### src/rtl/ivo_pkg.sv
package ivo_pkg;
  localparam int MAXN = 64;

  // bits needed to index one of k ready instructions: ceil(log2 k)
  function automatic int field_width(input int k);
    int w;
    w = 0;
    for (int b = 0; b < 7; b++)
      if ((1 << b) < k) w = b + 1;
    return w;
  endfunction

  // a field of ceil(log2 k) bits is below 2k, so one subtract folds it into 0..k-1
  function automatic int fold_index(input int v, input int k);
    return (v >= k) ? (v - k) : v;
  endfunction

  // position of the n-th set bit, counting from bit 0 upward
  function automatic int nth_set(input logic [MAXN-1:0] m, input int n);
    int seen;
    int pos;
    seen = 0;
    pos = 0;
    for (int i = 0; i < MAXN; i++)
      if (m[i]) begin
        if (seen == n) pos = i;
        seen = seen + 1;
      end
    return pos;
  endfunction

  typedef enum logic {ST_IDLE, ST_WALK} walk_state_t;
endpackage

### src/rtl/ivo_ready_set.sv
module ivo_ready_set #(
  parameter int N  = 8,
  parameter int KW = $clog2(N + 1)
) (
  input  logic [N*N-1:0] deps,
  input  logic [N-1:0]   placed,
  output logic [N-1:0]   cand,
  output logic [KW-1:0]  cand_cnt
);
  for (genvar i = 0; i < N; i++) begin : g_row
    assign cand[i] = !placed[i] && ((deps[i*N +: N] & ~placed) == '0);
  end

  always_comb begin
    cand_cnt = '0;
    for (int i = 0; i < N; i++) cand_cnt = cand_cnt + KW'(cand[i]);
  end
endmodule

### src/rtl/ivo_pick.sv
module ivo_pick import ivo_pkg::*; #(
  parameter int N    = 8,
  parameter int IDXW = $clog2(N),
  parameter int KW   = $clog2(N + 1),
  parameter int WW   = $clog2(IDXW + 1)
) (
  input  logic [N-1:0]    cand,
  input  logic [KW-1:0]   cand_cnt,
  input  logic [IDXW-1:0] field,
  output logic [WW-1:0]   width_need,
  output logic [IDXW-1:0] pick_idx
);
  int sel;
  always_comb begin
    width_need = WW'(field_width(int'(cand_cnt)));
    sel        = fold_index(int'(field), int'(cand_cnt));
    pick_idx   = IDXW'(nth_set(MAXN'(cand), sel));
  end
endmodule

### src/rtl/instr_order_verifier.sv
module instr_order_verifier import ivo_pkg::*; #(
  parameter int N    = 8,
  parameter int IDXW = $clog2(N),
  parameter int EW   = $clog2(N * $clog2(N) + 1)
) (
  input  logic              clk,
  input  logic              rst_n,
  input  logic              start,
  input  logic [N*N-1:0]    dep_matrix,
  input  logic [N*IDXW-1:0] seen_order,
  input  logic [EW-1:0]     min_entropy,
  input  logic              bit_valid,
  input  logic              bit_data,
  output logic              bit_ready,
  output logic              done,
  output logic              run,
  output logic              abort,
  output logic              low_entropy
);
  localparam int KW = $clog2(N + 1);
  localparam int WW = $clog2(IDXW + 1);

  walk_state_t       state;
  logic [N*N-1:0]    dep_q;
  logic [N*IDXW-1:0] obs_q;
  logic [EW-1:0]     min_q;
  logic [N-1:0]      placed;
  logic [IDXW-1:0]   slot;
  logic [IDXW-1:0]   acc;
  logic [WW-1:0]     got;
  logic [EW-1:0]     ent;
  logic              mism;

  logic [N-1:0]      cand;
  logic [KW-1:0]     cand_cnt;
  logic [WW-1:0]     width_need;
  logic [IDXW-1:0]   pick_idx;

  // named internal events
  logic              walking, bit_take, place_evt, stall_evt, last_slot, slot_bad;
  logic [IDXW-1:0]   obs_here;
  logic [EW-1:0]     ent_next;
  logic              mism_next, low_next;

  ivo_ready_set #(.N(N), .KW(KW)) u_ready (
    .deps(dep_q), .placed(placed), .cand(cand), .cand_cnt(cand_cnt)
  );

  ivo_pick #(.N(N), .IDXW(IDXW), .KW(KW), .WW(WW)) u_pick (
    .cand(cand), .cand_cnt(cand_cnt), .field(acc),
    .width_need(width_need), .pick_idx(pick_idx)
  );

  assign walking   = (state == ST_WALK);
  assign bit_ready = walking && (cand_cnt != '0) && (got < width_need);
  assign bit_take  = bit_valid && bit_ready;
  assign place_evt = walking && (cand_cnt != '0) && (got == width_need);
  assign stall_evt = walking && (cand_cnt == '0);
  assign last_slot = (slot == IDXW'(N - 1));
  assign obs_here  = obs_q[slot*IDXW +: IDXW];
  assign slot_bad  = (pick_idx != obs_here);
  assign ent_next  = ent + EW'(width_need);
  assign mism_next = mism || slot_bad;
  assign low_next  = (ent_next < min_q);

  always_ff @(posedge clk or negedge rst_n) begin
    if (!rst_n) begin
      state       <= ST_IDLE;
      dep_q       <= '0;
      obs_q       <= '0;
      min_q       <= '0;
      placed      <= '0;
      slot        <= '0;
      acc         <= '0;
      got         <= '0;
      ent         <= '0;
      mism        <= 1'b0;
      done        <= 1'b0;
      run         <= 1'b0;
      abort       <= 1'b0;
      low_entropy <= 1'b0;
    end else if (state == ST_IDLE) begin
      if (start) begin
        state       <= ST_WALK;
        dep_q       <= dep_matrix;
        obs_q       <= seen_order;
        min_q       <= min_entropy;
        placed      <= '0;
        slot        <= '0;
        acc         <= '0;
        got         <= '0;
        ent         <= '0;
        mism        <= 1'b0;
        done        <= 1'b0;
        run         <= 1'b0;
        abort       <= 1'b0;
        low_entropy <= 1'b0;
      end
    end else begin
      if (stall_evt) begin
        state       <= ST_IDLE;
        done        <= 1'b1;
        run         <= 1'b0;
        abort       <= 1'b1;
        low_entropy <= (ent < min_q);
      end else if (bit_take) begin
        acc <= IDXW'({acc, bit_data});
        got <= got + WW'(1);
      end else if (place_evt) begin
        placed[pick_idx] <= 1'b1;
        ent  <= ent_next;
        mism <= mism_next;
        acc  <= '0;
        got  <= '0;
        slot <= slot + IDXW'(1);
        if (last_slot) begin
          state       <= ST_IDLE;
          done        <= 1'b1;
          low_entropy <= low_next;
          run         <= !mism_next && !low_next;
          abort       <= mism_next || low_next;
        end
      end
    end
  end


  quiet_until_done_chk: assert property (@(posedge clk) disable iff (!rst_n)
    !done |-> (!run && !abort));

  bits_need_choice_chk: assert property (@(posedge clk) disable iff (!rst_n)
    bit_take |-> (cand_cnt > KW'(1)));

  pick_is_ready_chk: assert property (@(posedge clk) disable iff (!rst_n)
    place_evt |-> cand[pick_idx]);

  one_verdict_chk: assert property (@(posedge clk) disable iff (!rst_n)
    done |-> (run != abort));

  low_forces_abort_chk: assert property (@(posedge clk) disable iff (!rst_n)
    low_entropy |-> (abort && !run));

  verdict_hold_chk: assert property (@(posedge clk) disable iff (!rst_n)
    (done && !start) |=> (done && $stable(run) && $stable(low_entropy)));

  stall_aborts_chk: assert property (@(posedge clk) disable iff (!rst_n)
    stall_evt |=> (done && abort));

  bit_only_on_ready_chk: assert property (@(posedge clk) disable iff (!rst_n)
    (walking && !bit_valid && !place_evt && !stall_evt) |=> $stable(got));
endmodule

### config.mk
export PLATFORM = sky130hd
export DESIGN_NAME = instr_order_verifier
export DESIGN_NICKNAME = d
export VERILOG_FILES = /design/src/rtl/ivo_pkg.sv /design/src/rtl/ivo_ready_set.sv /design/src/rtl/ivo_pick.sv /design/src/rtl/instr_order_verifier.sv
export SDC_FILE = /design/constraint.sdc
export NUM_CORES = 1
export LEC_CHECK = 0
export BUFFER_PORTS_ARGS = -buffer_cell sky130_fd_sc_hd__buf_2
export CORE_ASPECT_RATIO = 2
export CORE_UTILIZATION = 45
export CTS_CLUSTER_DIAMETER = 200
export DETAILED_ROUTE_END_ITERATION = 16
export PLACE_DENSITY_LB_ADDON = 0.12
export SETUP_SLACK_MARGIN = 0.05
export SLEW_MARGIN = 25
export SYNTH_ARGS = -nofsm -noshare
export SYNTH_HDL_FRONTEND = slang
export SYNTH_SLANG_ARGS = --single-unit
### constraint.sdc
create_clock -name clk -period 8.69 [get_ports clk]
set_input_delay 1.738 -clock clk [delete_from_list [all_inputs] [get_ports clk]]
set_output_delay 1.738 -clock clk [all_outputs]
set_load 0.1 [all_outputs]
After elaboration in Yosys (flattened, before gate mapping)
Cells that the tools add are included.
{"block": "op_classes", "add_sub_neg": 17, "multipliers": 1, "order_cmp": 10, "n_eq_ne": 17, "shift": 1, "n_mux": 83, "n_bitwise": 11, "n_reduce_logical": 42}
{"op": "$mux W32", "count": 7}
{"op": "$eq A32 B32 Y1", "count": 6}
{"op": "$add A32 B2 Y32 const B", "count": 5}
{"op": "$and A8 B8 Y8", "count": 8}
{"op": "$logic_not A8 Y1", "count": 8}
{"op": "$mux W3", "count": 20}
{"op": "$mux W8", "count": 5}
{"op": "$mux W1", "count": 36}
{"op": "$eq A2 B32 Y1", "count": 1}
{"op": "$mux W5", "count": 5}
{"op": "$add A4 B1 Y4", "count": 6}
{"op": "$shiftx A24 B6 Y3", "count": 1}
{"op": "$mux W2", "count": 9}
{"op": "$logic_and A1 B1 Y1", "count": 15}
{"op": "$logic_not A1 Y1", "count": 10}
{"op": "$lt A5 B5 Y1", "count": 2}
{"op": "$ne A3 B1 Y1 const B", "count": 3}
{"op": "$not A8 Y8", "count": 1}
{"op": "$or A8 B8 Y8", "count": 1}
{"op": "$reduce_and A4 Y1", "count": 2}
{"op": "$add A5 B2 Y5", "count": 1}
{"op": "$mul A3 B2 Y5 const B", "count": 1}
{"op": "$sub A3 B4 Y5", "count": 1}
{"op": "$ge A3 B4 Y1", "count": 1}
{"op": "25 further kinds", "count": 27}
{"block": "totals", "regBits": 120}

Logic depth before layout (Yosys ltp)
Gate-level depths: netlist of the first run.
{"block": "depth", "ltp_word": 37, "mapped_depth": 28}

Hierarchy
Synthesis of the first run repeated with hierarchy kept, for this count alone.
{"block": "hier_totals", "hier_cells": 824, "hier_area_um2": 7154.4}
{"mod": "instr_order_verifier", "instances": 1, "cells_per_inst": 571, "area_each_um2": 5203.7, "seq_area_each_um2": 3002.9}
{"mod": "ivo_pick", "instances": 1, "cells_per_inst": 162, "area_each_um2": 1243.7, "seq_area_each_um2": 0.0}
{"mod": "ivo_ready_set", "instances": 1, "cells_per_inst": 91, "area_each_um2": 706.9, "seq_area_each_um2": 0.0}

Worst setup path after synthesis of the first run
Ideal clock, no wire load.
{"block": "synth_path", "path_kind": "register to output", "start": "register placed[0]", "end": "output port bit_ready", "arrival_ns": 6.579, "required_time_ns": 6.952, "slack_ns": 0.373, "stages_incl_launch_ff": 18, "path_cell_list": "dfrtp_1 nor2_1 o21ai_0 a221o_1 a2111oi_0 ha_1 inv_1 fa_1 fa_1 fa_1 fa_1 xor2_1 o21ai_0 nand2_1 o31a_1 ha_1 nor2b_1 nor3_1"}
{"block": "synth_between", "elab_chain_cells": 18, "elab_cells_between_ends": 45}
{"element": "start, declared", "line": "instr_order_verifier.sv:27", "text": "logic [N-1:0] placed;"}
{"element": "start signal, assigned", "line": "instr_order_verifier.sv:72", "text": "placed <= '0;"}
{"element": "start signal, assigned", "line": "instr_order_verifier.sv:88", "text": "placed <= '0;"}
{"element": "start signal, assigned by index", "line": "instr_order_verifier.sv:110", "text": "placed[pick_idx] <= 1'b1;"}
{"element": "$not A8 Y8", "line": "ivo_ready_set.sv:11", "text": "assign cand[i] = !placed[i] && ((deps[i*N +: N] & ~placed) == '0);"}
{"element": "$and A8 B8 Y8", "line": "ivo_ready_set.sv:11"}
{"element": "$logic_not A8 Y1", "line": "ivo_ready_set.sv:11"}
{"element": "$logic_and A1 B1 Y1", "line": "ivo_ready_set.sv:11"}
{"element": "$add A1 B1 Y2", "line": "ivo_ready_set.sv:16", "text": "for (int i = 0; i < N; i++) cand_cnt = cand_cnt + KW'(cand[i]);"}
{"element": "$add A4 B1 Y4 (5 in a row)", "line": "ivo_ready_set.sv:16"}
{"element": "$add A4 B1 Y4 (*)", "line": "ivo_ready_set.sv:16"}
{"element": "$lt A1 B4 Y1", "line": "ivo_pkg.sv:9", "text": "if ((1 << b) < k) w = b + 1;"}
{"element": "$mux W1", "line": "ivo_pkg.sv:9"}
{"element": "$mux W2 (3 in a row)", "line": "ivo_pkg.sv:9"}
{"element": "$lt A2 B2 Y1", "line": "instr_order_verifier.sv:55", "text": "assign bit_ready = walking && (cand_cnt != '0) && (got < width_need);"}
{"element": "$logic_and A1 B1 Y1 (*)", "line": "instr_order_verifier.sv:55"}
{"element": "end, declared", "line": "instr_order_verifier.sv:14", "text": "output logic bit_ready,"}
Mark *: on every way between the ends. The rest lies on a longest branch, timed or not.

Worst setup path in the final report of the first run
{"block": "layout_path", "start": "register placed[7]", "end": "output port bit_ready"}
The elaborated chain is that of the path after synthesis.

==> flow_results.xml, run 1 <==
<?xml version="1.0" encoding="UTF-8"?>
<metrics>
  <group name="logic_synthesis">
    <metric name="yosys.area_share.simple" unit="">0.273</metric>
    <metric name="synth_area_in_compound_gates" unit="">0.124</metric>
    <metric name="ys_seq_elements" unit="">120</metric>
    <metric name="ys_top_cells_by_area" unit="">dfrtp_1, nand2_1, ha_1</metric>
    <metric name="yosys_warnings" unit="">0</metric>
    <metric name="yosysTopAreaCellShare" unit="">0.427</metric>
    <metric name="synthesis.area_per_instance" unit="um2">8.50</metric>
    <metric name="synth_sequential_area_ratio" unit="">0.427</metric>
    <metric name="post_synth_fa_ha_maj_area_fraction" unit="">0.0616</metric>
    <metric name="synth_fp_nets" unit="">956</metric>
    <metric name="post_synth_inst_count" unit="">827</metric>
    <metric name="netlist_area" unit="mm2">0.00703</metric>
    <metric name="post_synth_xor_area_fraction" unit="">0.0449</metric>
    <metric name="synthMuxAreaShare" unit="">0.0296</metric>
    <metric name="proportion_of_synthesized_flip_flops_having_asynchronous_set_or_reset" unit="">1.00</metric>
    <metric name="synth-main-ff-cell" unit="">dfrtp_1</metric>
    <metric name="synth.distinct_cells" unit="">72</metric>
    <metric name="synth_top_cell_by_area" unit="">dfrtp_1</metric>
    <metric name="combinational_family_with_the_most_area_after_synthesis" unit="">simple AND/OR/NAND/NOR gates</metric>
    <metric name="synth_enable_flop_cells" unit="">0</metric>
  </group>
  <group name="sta">
    <metric name="setup-tns-final" unit="ns">0</metric>
    <metric name="hold_viol" unit="">0</metric>
    <metric name="finalSetupViolCount" unit="">0</metric>
    <metric name="timing_worst_slew_pin_value" unit="ns">0.997</metric>
    <metric name="hold-worst-slack" unit="ns">0.469</metric>
    <metric name="min_tclk_post_route" unit="ns">7.97</metric>
    <metric name="grt_setup_unrepaired" unit="">no</metric>
    <metric name="timing.max_slew.rel_slack" unit="">0.328</metric>
    <metric name="min_period_over_period" unit="">0.917</metric>
    <metric name="drv_slew" unit="">0</metric>
    <metric name="timing.fmax" unit="GHz">0.125</metric>
    <metric name="clock_skew" unit="ns">0.0124</metric>
  </group>
  <group name="detailed_routing">
    <metric name="route.detailed.drc" unit="">0</metric>
    <metric name="per_cell_via_count_in_the_routed_design" unit="">5.33</metric>
    <metric name="drtIter0Drc" unit="">248</metric>
    <metric name="detail_route.wirelength" unit="um">18200</metric>
    <metric name="vias" unit="">6044</metric>
    <metric name="detail_route.wl_per_cell" unit="um">16.0</metric>
    <metric name="detail_route.first_pass.iterations" unit="">4</metric>
    <metric name="drtAntennaViolNets" unit="">0</metric>
  </group>
  <group name="pwr">
    <metric name="irDropWorstVdd" unit="mV">0.194</metric>
    <metric name="power_density" unit="mW/mm2">390</metric>
    <metric name="static_leakage" unit="nW">4.16</metric>
  </group>
  <group name="placed_design">
    <metric name="postPlaceCellArea" unit="mm2">0.00772</metric>
    <metric name="io_buffers" unit="">102</metric>
    <metric name="routabilityCongestion" unit="">0.889</metric>
    <metric name="hpwl_dp" unit="um">13600</metric>
    <metric name="numPlacedInstances" unit="">1102</metric>
  </group>
  <group name="clock_tree">
    <metric name="clock_tree_from_tritoncts" unit="">built</metric>
    <metric name="clock-sinks" unit="">120</metric>
    <metric name="number_of_buffers_added_by_the_clock_tree_synthesis_step" unit="">17</metric>
    <metric name="post_cts_hold_buffer_count" unit="">0</metric>
    <metric name="worst_skew_pair.late_latency" unit="ns">0.42</metric>
    <metric name="post_cts_resize_count" unit="">0</metric>
    <metric name="path_clk_slew" unit="ns">0.06</metric>
    <metric name="post-cts-setup-buffers" unit="">0</metric>
    <metric name="clk_root_buffer_cell" unit="">clkbuf_16</metric>
    <metric name="cts-root-to-sink-buffers" unit="">2</metric>
    <metric name="ctsHtreeMaxLevel" unit="">4</metric>
  </group>
  <group name="min_path">
    <metric name="holdCritPathClass" unit="">flip-flop to flip-flop</metric>
  </group>
  <group name="job">
    <metric name="max_cap_viol_count" unit="">0</metric>
  </group>
  <group name="global_routing">
    <metric name="grt_first_pass_wirelength" unit="um">29600</metric>
    <metric name="grt_pass1_vias" unit="">6071</metric>
    <metric name="pin_count_of_the_biggest_net_entering_global_routing" unit="">90</metric>
    <metric name="grt_antenna_before_repair" unit="">0</metric>
    <metric name="gr-total-overflow" unit="">0</metric>
    <metric name="grt_util_all_layers" unit="">0.238</metric>
  </group>
  <group name="cells_and_area">
    <metric name="final_layout_size_suffix_gt1_frac" unit="">0.183</metric>
    <metric name="fillers" unit="">1503</metric>
    <metric name="utilization_after_layout" unit="">0.544</metric>
    <metric name="n_antenna_cell" unit="">0</metric>
    <metric name="layout.cells.non_filler" unit="">1134</metric>
    <metric name="finished_layout_cell_area" unit="mm2">0.00832</metric>
    <metric name="num-nets-final" unit="">1052</metric>
    <metric name="syn_to_final_growth" unit="%">18.4</metric>
  </group>
  <group name="floorplan">
    <metric name="floorplan.io_pins" unit="">103</metric>
    <metric name="die_height" unit="um">179</metric>
    <metric name="initial_utilization" unit="">0.459</metric>
    <metric name="placementRows" unit="">64</metric>
    <metric name="die_area" unit="mm2">0.0161</metric>
    <metric name="horizontal_extent_of_the_die" unit="um">90.4</metric>
    <metric name="coreArea" unit="mm2">0.0153</metric>
  </group>
  <group name="worst_setup_path">
    <metric name="cp-start-kind" unit="">flip-flop</metric>
    <metric name="kind_of_critical_path" unit="">flip-flop to output port</metric>
    <metric name="critical_path_data_arrival_time" unit="ns">6.23</metric>
    <metric name="critical_path.max_fanout" unit="">7</metric>
    <metric name="worst_ep_required_time" unit="ns">6.95</metric>
    <metric name="critPathCaptureType" unit="">output port</metric>
  </group>
  <group name="status">
    <metric name="result_of_the_run" unit="">finished, final reports clean</metric>
  </group>
</metrics>
-- Yosys cell counts (3+ instances only) --
master	count
a2111oi_0	3
a211oi_1	3
a21o_1	8
a21oi_1	19
a22o_1	7
a31oi_1	4
and2_1	3
and3_1	3
and4_1	5
clkbuf_1	27
dfrtp_1	120
fa_1	6
ha_1	25
inv_1	42
inv_2	4
mux2i_1	5
mux4_2	6
nand2_1	295
nand2b_1	28
nand3_1	12
nand4_1	9
nor2_1	29
nor2b_1	11
nor3_1	12
nor3_2	3
nor4_1	3
o211ai_1	4
o21ai_0	40
o21ai_1	3
o22ai_1	6
o31a_1	6
xnor2_1	15
xnor2_2	3
xor2_1	11
-- logic make-up after synthesis --
family                     Yosys count
AOI/OAI and AO/OA                  128
and+or+nand+nor                    429
muxes                               13
xor gates and xnor gates            31
buffers and inverters               75
DFF                                120
adders and majority gates           31
-- final cells by class --
class | instances | area (um2) | area share
clock inverter | 14 | 163 | 0.0196
multi-input combinational | 632 | 3750 | 0.451
clock buffer | 18 | 439 | 0.0528
inverter | 46 | 173 | 0.0208
tap | 198 | 248 | 0.0298
sequential | 120 | 3000 | 0.361
timing repair buffer | 106 | 543 | 0.0653
-- per-layer routing --
layer | GRT usage | vias to the layer above | part of all wire | routed length [um]
met3 | 0.0331 | 38 | 0.031 | 562
met4 | 0.114 | 0 | 0.028 | 517
li1 | - | 2969 | - | -
met2 | 0.443 | 132 | 0.55 | 9990
met1 | 0.266 | 2905 | 0.39 | 7100
met5 | 0 | - | 0 | 0
-- layout by cell type (no fill, tap or decap), types with 3 or more instances in the layout --
| cell type | Yosys | routed |
|---|---|---|
| inv_2 | 4 | 4 |
| xnor2_2 | 3 | 3 |
| nor2b_1 | 11 | 10 |
| a22o_1 | 7 | 7 |
| and2_1 | 3 | 3 |
| dfrtp_1 | 120 | 120 |
| o211ai_1 | 4 | 4 |
| mux4_2 | 6 | 6 |
| inv_6 | 0 | 5 |
| nor3_1 | 12 | 12 |
| o21ai_1 | 3 | 3 |
| and4_1 | 5 | 5 |
| o21ai_0 | 40 | 40 |
| xor2_1 | 11 | 11 |
| xnor2_1 | 15 | 15 |
| a211oi_1 | 3 | 3 |
| nand4_1 | 9 | 9 |
| buf_4 | 0 | 5 |
| clkinvlp_4 | 0 | 4 |
| clkbuf_16 | 0 | 17 |
| a31oi_1 | 4 | 4 |
| nor4_1 | 3 | 3 |
| nand2b_1 | 28 | 27 |
| and3_1 | 3 | 3 |
| nand3_1 | 12 | 12 |
| a21oi_1 | 19 | 19 |
| nor2_1 | 29 | 29 |
| nor3_2 | 3 | 3 |
| a21o_1 | 8 | 8 |
| fa_1 | 6 | 6 |
| a2111oi_0 | 3 | 3 |
| nand2_1 | 295 | 295 |
| ha_1 | 25 | 25 |
| o22ai_1 | 6 | 6 |
| inv_1 | 42 | 42 |
| o31a_1 | 6 | 6 |
| mux2i_1 | 5 | 5 |
| buf_2 | 1 | 101 |
-- worst paths after layout --
check,from,end,slack (ns),cells after the start
min in group asynchronous,rst_n,dep_q[48],1.32,1
worst max-delay path,placed[7],bit_ready,0.72,17
max in group asynchronous,rst_n,mism,6.00,2
worst max register to register,placed[7],abort,1.23,21
worst min-delay path,obs_q[18],obs_q[18],0.47,2
worst min register to register,obs_q[18],obs_q[18],0.47,2
-- flip-flops by register name (all words and copies together), names as in the netlist --
register,count
dep_q,64
obs_q,24
placed,8
ent,5
min_q,5
acc,3
slot,3
got,2
abort,1
done,1
low_entropy,1
mism,1
run,1
state,1
-- through the flow --
stage | worst slack [ns] | power (W)
finish | 0.721 | 0.00325
detailed placement | 1.18 | 0.00254
floorplan | 0.373 | 0.00215
CTS | 0.711 | 0.00327
global placement | 1.27 | 0.00253
global route | 0.368 | 0.00350
-- power breakdown --
| group | switching [W] | leakage, nW | total (W) | internal (W) |
|---|---|---|---|---|
| clock | 0.000280 | 0.282 | 0.000716 | 0.000437 |
| combinational | 0.000951 | 2.37 | 0.00157 | 0.000622 |
| sequential | 0.000173 | 1.51 | 0.000956 | 0.000784 |
| total | 0.00140 | 4.16 | 0.00325 | 0.00184 |
-- critical path: stages (launching register included) --
cell	delay, ns
dfrtp_1	0.48
inv_1	0.13
a221o_1	0.34
a2111oi_0	0.64
ha_1	0.41
inv_1	0.09
fa_1	0.42
fa_1	0.46
fa_1	0.42
fa_1	0.46
xor2_1	0.38
o21ai_0	0.17
nand2_1	0.10
o31a_1	0.17
ha_1	0.26
nor2b_1	0.14
nor3_1	0.26
buf_2	0.49
No activity file was read; power rests on OpenSTA's default activity.
==> run 2: changes to the inputs <==
==> constraint.sdc (replaced) <==
create_clock -name clk -period 8.69 [get_ports clk]
set_input_delay 0.869 -clock clk [delete_from_list [all_inputs] [get_ports clk]]
set_output_delay 0.869 -clock clk [all_outputs]
set_load 0.1 [all_outputs]
==> run 2 against run 1 <==
Sequential cell count is the same. Register-to-register slack lost 0.03 ns. Die area is the same. Wire length grew 5.1%. Clock-buffer cell count is the same. Sequential share of layout area grew 0.087 points. Critical endpoint is now abort.
==> flow_results.xml, run 2 (synthesis gave the netlist of run 1 again) <==
<?xml version="1.0" encoding="UTF-8"?>
<metrics>
  <group name="pwr">
    <metric name="share_clk_of_total_power" unit="">0.213</metric>
    <metric name="static_leakage" unit="nW">4.15</metric>
    <metric name="total_switching_power" unit="W">0.00141</metric>
    <metric name="irDropWorstVdd" unit="mV">0.165</metric>
    <metric name="p_comb_frac" unit="">0.490</metric>
    <metric name="power_density" unit="mW/mm2">387</metric>
    <metric name="power_frac_seq" unit="">0.298</metric>
    <metric name="internal_power" unit="W">0.00181</metric>
    <metric name="p_sw_frac" unit="">0.438</metric>
  </group>
  <group name="min_path">
    <metric name="holdCritPathClass" unit="">flip-flop to flip-flop</metric>
    <metric name="worstHoldPathCells" unit="">2</metric>
  </group>
  <group name="placed_design">
    <metric name="hpwl_dp" unit="um">14400</metric>
    <metric name="pre_cts_ws" unit="ns">1.24</metric>
    <metric name="io_buffers" unit="">102</metric>
    <metric name="numPlacedInstances" unit="">1102</metric>
    <metric name="routabilityCongestion" unit="">0.909</metric>
    <metric name="postPlaceCellArea" unit="mm2">0.00773</metric>
  </group>
  <group name="global_routing">
    <metric name="gr-total-overflow" unit="">0</metric>
    <metric name="grt_pass1_vias" unit="">6220</metric>
    <metric name="grt_antenna_before_repair" unit="">0</metric>
    <metric name="grt_util_all_layers" unit="">0.249</metric>
    <metric name="pin_count_of_the_biggest_net_entering_global_routing" unit="">95</metric>
    <metric name="grt_first_pass_wirelength" unit="um">30800</metric>
  </group>
  <group name="sta">
    <metric name="hold_viol" unit="">0</metric>
    <metric name="timing.fmax" unit="GHz">0.133</metric>
    <metric name="timing.max_slew.rel_slack" unit="">0.400</metric>
    <metric name="setup-tns-final" unit="ns">0</metric>
    <metric name="timing_worst_slew_pin_value" unit="ns">0.899</metric>
    <metric name="min_period_over_period" unit="">0.862</metric>
    <metric name="clock_skew" unit="ns">0.0131</metric>
    <metric name="grt_setup_unrepaired" unit="">no</metric>
    <metric name="min_tclk_post_route" unit="ns">7.49</metric>
    <metric name="finalSetupViolCount" unit="">0</metric>
    <metric name="postLayoutSetupSlackWorst" unit="ns">1.20</metric>
    <metric name="drv_slew" unit="">0</metric>
  </group>
  <group name="cells_and_area">
    <metric name="n_antenna_cell" unit="">0</metric>
    <metric name="most-common-layout-cells" unit="">nand2_1, dfrtp_1, buf_2</metric>
    <metric name="largest_register_ffs" unit="">64</metric>
    <metric name="final_layout_size_suffix_gt1_frac" unit="">0.182</metric>
    <metric name="finished_layout_cell_area" unit="mm2">0.00830</metric>
    <metric name="top_register" unit="">dep_q</metric>
    <metric name="fillers" unit="">1508</metric>
    <metric name="layout.cells.non_filler" unit="">1134</metric>
    <metric name="num-nets-final" unit="">1052</metric>
    <metric name="syn_to_final_growth" unit="%">18.1</metric>
    <metric name="biggestRegsByFlops" unit="">dep_q x64, obs_q x24, placed x8</metric>
    <metric name="layout_commonest_cell" unit="">nand2_1</metric>
  </group>
  <group name="detailed_routing">
    <metric name="vias" unit="">6111</metric>
    <metric name="detail_route.first_pass.iterations" unit="">5</metric>
    <metric name="route.detailed.drc" unit="">0</metric>
    <metric name="per_cell_via_count_in_the_routed_design" unit="">5.39</metric>
    <metric name="detail_route.wl_per_cell" unit="um">16.8</metric>
    <metric name="detail_route.wirelength" unit="um">19100</metric>
    <metric name="drtAntennaViolNets" unit="">0</metric>
    <metric name="drtIter0Drc" unit="">306</metric>
  </group>
  <group name="worst_setup_path">
    <metric name="crit_path_top_delay_cell" unit="">a2111oi_0</metric>
    <metric name="critical_path_data_arrival_time" unit="ns">7.79</metric>
    <metric name="critical_path.cell_chain" unit="">o21ai_0 -&gt; a221o_1 -&gt; a2111oi_0 -&gt; ha_1 -&gt; inv_1 -&gt; fa_1 -&gt; fa_1 -&gt; fa_1 -&gt; fa_1 -&gt; ha_1 -&gt; a21oi_1 -&gt; a21boi_1 -&gt; a21oi_1 -&gt; a31oi_2 -&gt; mux2_2 -&gt; mux2_2 -&gt; o221a_2 -&gt; or2_2 -&gt; a221oi_2 -&gt; o21ai_1 -&gt; o31a_1</metric>
    <metric name="critical_path.max_fanout" unit="">8</metric>
    <metric name="worst-path-stages" unit="">21</metric>
    <metric name="most_frequent_cp_cell" unit="">fa_1</metric>
    <metric name="cp-start-kind" unit="">flip-flop</metric>
    <metric name="worst_r2r_path_depth" unit="">21</metric>
    <metric name="critPathCaptureType" unit="">flip-flop</metric>
    <metric name="cp.buffers_inverters" unit="">1</metric>
    <metric name="worst_ep_required_time" unit="ns">8.98</metric>
    <metric name="kind_of_critical_path" unit="">flip-flop to flip-flop</metric>
    <metric name="timing.critical_path.max_delay_family" unit="">compound AO/OA/AOI/OAI gates</metric>
    <metric name="max_stage_delay" unit="ns">0.67</metric>
  </group>
  <group name="floorplan">
    <metric name="die_area" unit="mm2">0.0161</metric>
    <metric name="horizontal_extent_of_the_die" unit="um">90.4</metric>
    <metric name="die_height" unit="um">179</metric>
    <metric name="placementRows" unit="">64</metric>
    <metric name="initial_utilization" unit="">0.459</metric>
    <metric name="coreArea" unit="mm2">0.0153</metric>
    <metric name="floorplan.io_pins" unit="">103</metric>
  </group>
  <group name="job">
    <metric name="max_cap_viol_count" unit="">0</metric>
  </group>
  <group name="clock_tree">
    <metric name="clk_root_buffer_cell" unit="">clkbuf_16</metric>
    <metric name="post-cts-setup-buffers" unit="">0</metric>
    <metric name="post_cts_hold_buffer_count" unit="">0</metric>
    <metric name="post_cts_resize_count" unit="">0</metric>
    <metric name="ctsHtreeMaxLevel" unit="">4</metric>
    <metric name="worst_skew_pair.late_latency" unit="ns">0.42</metric>
    <metric name="clock-sinks" unit="">120</metric>
    <metric name="clock_tree_from_tritoncts" unit="">built</metric>
    <metric name="number_of_buffers_added_by_the_clock_tree_synthesis_step" unit="">17</metric>
    <metric name="cts-root-to-sink-buffers" unit="">2</metric>
    <metric name="path_clk_slew" unit="ns">0.06</metric>
  </group>
  <group name="status">
    <metric name="result_of_the_run" unit="">finished, final reports clean</metric>
  </group>
</metrics>
-- run 2: cell types whose count changed in the layout (fill, tap and decap cells not counted) --
cell       previous run  this run
clkbuf_1              0         1
clkinv_2              0         1
clkbuf_8              1         0
clkinv_4              2         1
bufinv_16             2         1
inv_8                 1         2
a2111oi_2             1         0
a2111oi_4             0         1
-- run 2: final timing paths --
path	start	endpoint	slack (ns)
min in group asynchronous	rst_n	dep_q[46]	0.48
setup reg to reg	placed[2]	abort	1.20
max in group asynchronous	rst_n	ent[0]	6.85
hold reg to reg	obs_q[21]	obs_q[21]	0.47
setup / recovery	placed[2]	abort	1.20
hold / removal	obs_q[21]	obs_q[21]	0.47
-- run 2: layout make-up --
cell class | count | area, um2 | share of cell area
Timing Repair Buffer | 106 | 543 | 0.0654
Inverter | 46 | 173 | 0.0208
Sequential cell | 120 | 3000 | 0.362
Tap cell | 198 | 248 | 0.0299
Multi-Input combinational cell | 632 | 3760 | 0.453
Clock inverter | 14 | 140 | 0.0169
Clock buffer | 18 | 429 | 0.0517
-- run 2: worst register-to-register path: stages (launching register included) --
cell	delay, ns
dfrtp_1	0.55
o21ai_0	0.15
a221o_1	0.28
a2111oi_0	0.67
ha_1	0.42
inv_1	0.09
fa_1	0.42
fa_1	0.46
fa_1	0.41
fa_1	0.55
ha_1	0.37
a21oi_1	0.10
a21boi_1	0.30
a21oi_1	0.12
a31oi_2	0.52
mux2_2	0.40
mux2_2	0.28
o221a_2	0.33
or2_2	0.29
a221oi_2	0.22
o21ai_1	0.15
o31a_1	0.29
-- run 2: stage by stage --
step                 util  power [W]  hold slack (ns)
floorplan               -    0.00215            0.438
global placement    0.505    0.00252            0.454
detailed placement  0.505    0.00254            0.462
CTS                 0.543    0.00323            0.477
global route        0.543    0.00348            0.497
finish              0.543    0.00321            0.470
-- run 2: power by group through the flow --
| stage | logic [W] | clock network, W | registers, W |
|---|---|---|---|
| CTS | 0.00158 | 0.000697 | 0.000958 |
| finish | 0.00157 | 0.000683 | 0.000957 |
| detailed placement | 0.00157 | 0 | 0.000966 |
| global placement | 0.00156 | 0 | 0.000962 |
| floorplan | 0.00121 | 0 | 0.000937 |
| global route | 0.00177 | 0.000720 | 0.000987 |
-- run 2: routing by layer --
| layer | routed length (um) | track usage |
|---|---|---|
| met2 | 10600 | 0.468 |
| met1 | 7200 | 0.272 |
| met4 | 638 | 0.125 |
| met5 | 0 | 0 |
| met3 | 672 | 0.0339 |
==> run 3: changes to the inputs <==
ABC_AREA = 1   (was unset)
==> run 3 against run 2 <==
Critical path depth is 9 higher. Sequential cell count unchanged. Die area is 4.8% higher. Core utilization up 0.30 points. Global-route usage down 0.13 points. Cell count increased by 15%. Via count grew 8.9%.
==> flow_results.xml, run 3 <==
<?xml version="1.0" encoding="UTF-8"?>
<metrics>
  <group name="status">
    <metric name="result_of_the_run" unit="">finished, final reports clean</metric>
  </group>
  <group name="sta">
    <metric name="hold_viol" unit="">0</metric>
    <metric name="drv_slew" unit="">0</metric>
    <metric name="min_period_over_period" unit="">0.734</metric>
    <metric name="timing_worst_slew_pin_value" unit="ns">0.890</metric>
    <metric name="timing.fmax" unit="GHz">0.157</metric>
    <metric name="setup-tns-final" unit="ns">0</metric>
    <metric name="finalSetupViolCount" unit="">0</metric>
    <metric name="min_tclk_post_route" unit="ns">6.38</metric>
    <metric name="hold-worst-slack" unit="ns">0.471</metric>
    <metric name="grt_setup_unrepaired" unit="">no</metric>
    <metric name="timing.max_slew.rel_slack" unit="">0.407</metric>
    <metric name="clock_skew" unit="ns">0.0160</metric>
  </group>
  <group name="detailed_routing">
    <metric name="drtAntennaViolNets" unit="">0</metric>
    <metric name="drtIter0Drc" unit="">340</metric>
    <metric name="detail_route.first_pass.iterations" unit="">5</metric>
    <metric name="detail_route.wl_per_cell" unit="um">15.0</metric>
    <metric name="detail_route.wirelength" unit="um">19600</metric>
    <metric name="per_cell_via_count_in_the_routed_design" unit="">5.09</metric>
    <metric name="vias" unit="">6656</metric>
    <metric name="route.detailed.drc" unit="">0</metric>
  </group>
  <group name="logic_synthesis">
    <metric name="post_synth_inst_count" unit="">994</metric>
    <metric name="ys_top_cells_by_area" unit="">dfrtp_1, nand2_1, ha_1</metric>
    <metric name="proportion_of_synthesized_flip_flops_having_asynchronous_set_or_reset" unit="">1.00</metric>
    <metric name="synth-main-ff-cell" unit="">dfrtp_1</metric>
    <metric name="dominant_cell_by_count_in_the_synthesized_netlist" unit="">nand2_1</metric>
    <metric name="synth_top_cell_by_area" unit="">dfrtp_1</metric>
    <metric name="synth.distinct_cells" unit="">53</metric>
    <metric name="synth_sequential_area_ratio" unit="">0.408</metric>
    <metric name="netlist_area" unit="mm2">0.00737</metric>
    <metric name="yosysTopAreaCellShare" unit="">0.408</metric>
    <metric name="synth_enable_flop_cells" unit="">0</metric>
    <metric name="synth_fp_nets" unit="">1123</metric>
    <metric name="yosys_warnings" unit="">0</metric>
    <metric name="ys_seq_elements" unit="">120</metric>
    <metric name="cell_types_with_the_highest_counts_after_synthesis" unit="">nand2_1, dfrtp_1, inv_1, nand3_1, nor2_1</metric>
    <metric name="synthesis.area_per_instance" unit="um2">7.41</metric>
  </group>
  <group name="worst_setup_path">
    <metric name="critPathCaptureType" unit="">flip-flop</metric>
    <metric name="worst_r2r_path_depth" unit="">30</metric>
    <metric name="most_frequent_cp_cell" unit="">nand2_1</metric>
    <metric name="kind_of_critical_path" unit="">flip-flop to flip-flop</metric>
    <metric name="critical_path.max_fanout" unit="">73</metric>
    <metric name="reg2reg_slack" unit="ns">2.31</metric>
    <metric name="crit_path_top_delay_cell" unit="">buf_4</metric>
    <metric name="worst_ep_required_time" unit="ns">9.03</metric>
    <metric name="cp-start-kind" unit="">flip-flop</metric>
    <metric name="critical_path_data_arrival_time" unit="ns">6.72</metric>
    <metric name="max_stage_delay" unit="ns">0.54</metric>
  </group>
  <group name="placed_design">
    <metric name="postPlaceCellArea" unit="mm2">0.00805</metric>
    <metric name="io_buffers" unit="">102</metric>
    <metric name="routabilityCongestion" unit="">0.942</metric>
    <metric name="hpwl_dp" unit="um">15000</metric>
  </group>
  <group name="cells_and_area">
    <metric name="top_register" unit="">dep_q</metric>
    <metric name="final_layout_size_suffix_gt1_frac" unit="">0.203</metric>
    <metric name="syn_to_final_growth" unit="%">17.5</metric>
    <metric name="most-common-layout-cells" unit="">nand2_1, dfrtp_1, buf_2</metric>
    <metric name="finished_layout_cell_area" unit="mm2">0.00865</metric>
    <metric name="biggestRegsByFlops" unit="">dep_q x64, obs_q x24, placed x8</metric>
    <metric name="largest_register_ffs" unit="">64</metric>
    <metric name="layout_commonest_cell" unit="">nand2_1</metric>
    <metric name="num-nets-final" unit="">1222</metric>
    <metric name="utilization_after_layout" unit="">0.546</metric>
    <metric name="n_antenna_cell" unit="">0</metric>
  </group>
  <group name="global_routing">
    <metric name="grt_antenna_before_repair" unit="">0</metric>
    <metric name="pin_count_of_the_biggest_net_entering_global_routing" unit="">122</metric>
    <metric name="gr-total-overflow" unit="">0</metric>
    <metric name="grt_pass1_vias" unit="">6697</metric>
    <metric name="grt_first_pass_wirelength" unit="um">32500</metric>
    <metric name="grt_util_all_layers" unit="">0.248</metric>
  </group>
  <group name="clock_tree">
    <metric name="post_cts_resize_count" unit="">0</metric>
    <metric name="path_clk_slew" unit="ns">0.06</metric>
    <metric name="clock-sinks" unit="">120</metric>
    <metric name="cts-root-to-sink-buffers" unit="">2</metric>
    <metric name="post-cts-setup-buffers" unit="">0</metric>
    <metric name="ctsHtreeMaxLevel" unit="">4</metric>
    <metric name="post_cts_hold_buffer_count" unit="">0</metric>
    <metric name="clock_tree_from_tritoncts" unit="">built</metric>
    <metric name="clk_root_buffer_cell" unit="">clkbuf_16</metric>
    <metric name="worst_skew_pair.late_latency" unit="ns">0.42</metric>
    <metric name="number_of_buffers_added_by_the_clock_tree_synthesis_step" unit="">17</metric>
  </group>
  <group name="floorplan">
    <metric name="floorplan.io_pins" unit="">103</metric>
    <metric name="placementRows" unit="">65</metric>
    <metric name="die_area" unit="mm2">0.0169</metric>
    <metric name="die_height" unit="um">183</metric>
    <metric name="initial_utilization" unit="">0.465</metric>
    <metric name="coreArea" unit="mm2">0.0159</metric>
    <metric name="horizontal_extent_of_the_die" unit="um">92.5</metric>
  </group>
  <group name="min_path">
    <metric name="holdCritPathClass" unit="">flip-flop to flip-flop</metric>
    <metric name="worstHoldPathCells" unit="">2</metric>
  </group>
  <group name="job">
    <metric name="max_cap_viol_count" unit="">0</metric>
  </group>
</metrics>
-- run 3: layer usage --
layer  share of wire  global-route usage
met1            0.38               0.271
met2            0.55               0.456
met3           0.029              0.0373
met4           0.040               0.124
met5               0                   0
-- run 3: final timing paths --
check	startpoint	to
max	placed[7]	dep_q[27]
min	dep_q[63]	dep_q[63]
min in group asynchronous	rst_n	ent[3]
max in group asynchronous	rst_n	dep_q[31]
max reg2reg	placed[7]	dep_q[27]
min reg2reg	dep_q[63]	dep_q[63]
-- run 3: critical path, delay by kind of cell, from the launching register on --
| family | cells | cell delay [ns] |
|---|---|---|
| AOI/OAI and AO/OA | 6 | 1.17 |
| buffers and inverters | 8 | 1.41 |
| DFF | 1 | 0.36 |
| and+or+nand+nor | 10 | 1.11 |
| adders and majority gates | 6 | 2.17 |
-- run 3: layout make-up --
type,instances,area (um2)
clock buffer,17,425
clock inverter,15,171
fill,1567,7210
inverter,98,374
multi-input combinational,750,3880
sequential,120,3000
tap,201,251
timing repair buffer,106,547
-- run 3: logic make-up after synthesis --
group,after synthesis,synth area share
AOI/OAI and AO/OA,118,0.0988
buffers and inverters,124,0.0666
xor gates and xnor gates,15,0.0234
DFF,120,0.408
adders and majority gates,31,0.0588
and+or+nand+nor,586,0.345
-- run 3: metrics by stage --
step	cells	setup slack (ns)
6_report	1307	2.31
5_1_grt	1307	1.64
4_1_cts	1307	2.13
3_5_place_dp	1275	2.22
3_3_place_gp	1275	2.24
2_1_floorplan	994	2.07
Power of run 3 is not shown: default switching activity piles up to over one toggle a cycle in this logic, so the estimate is an artifact.
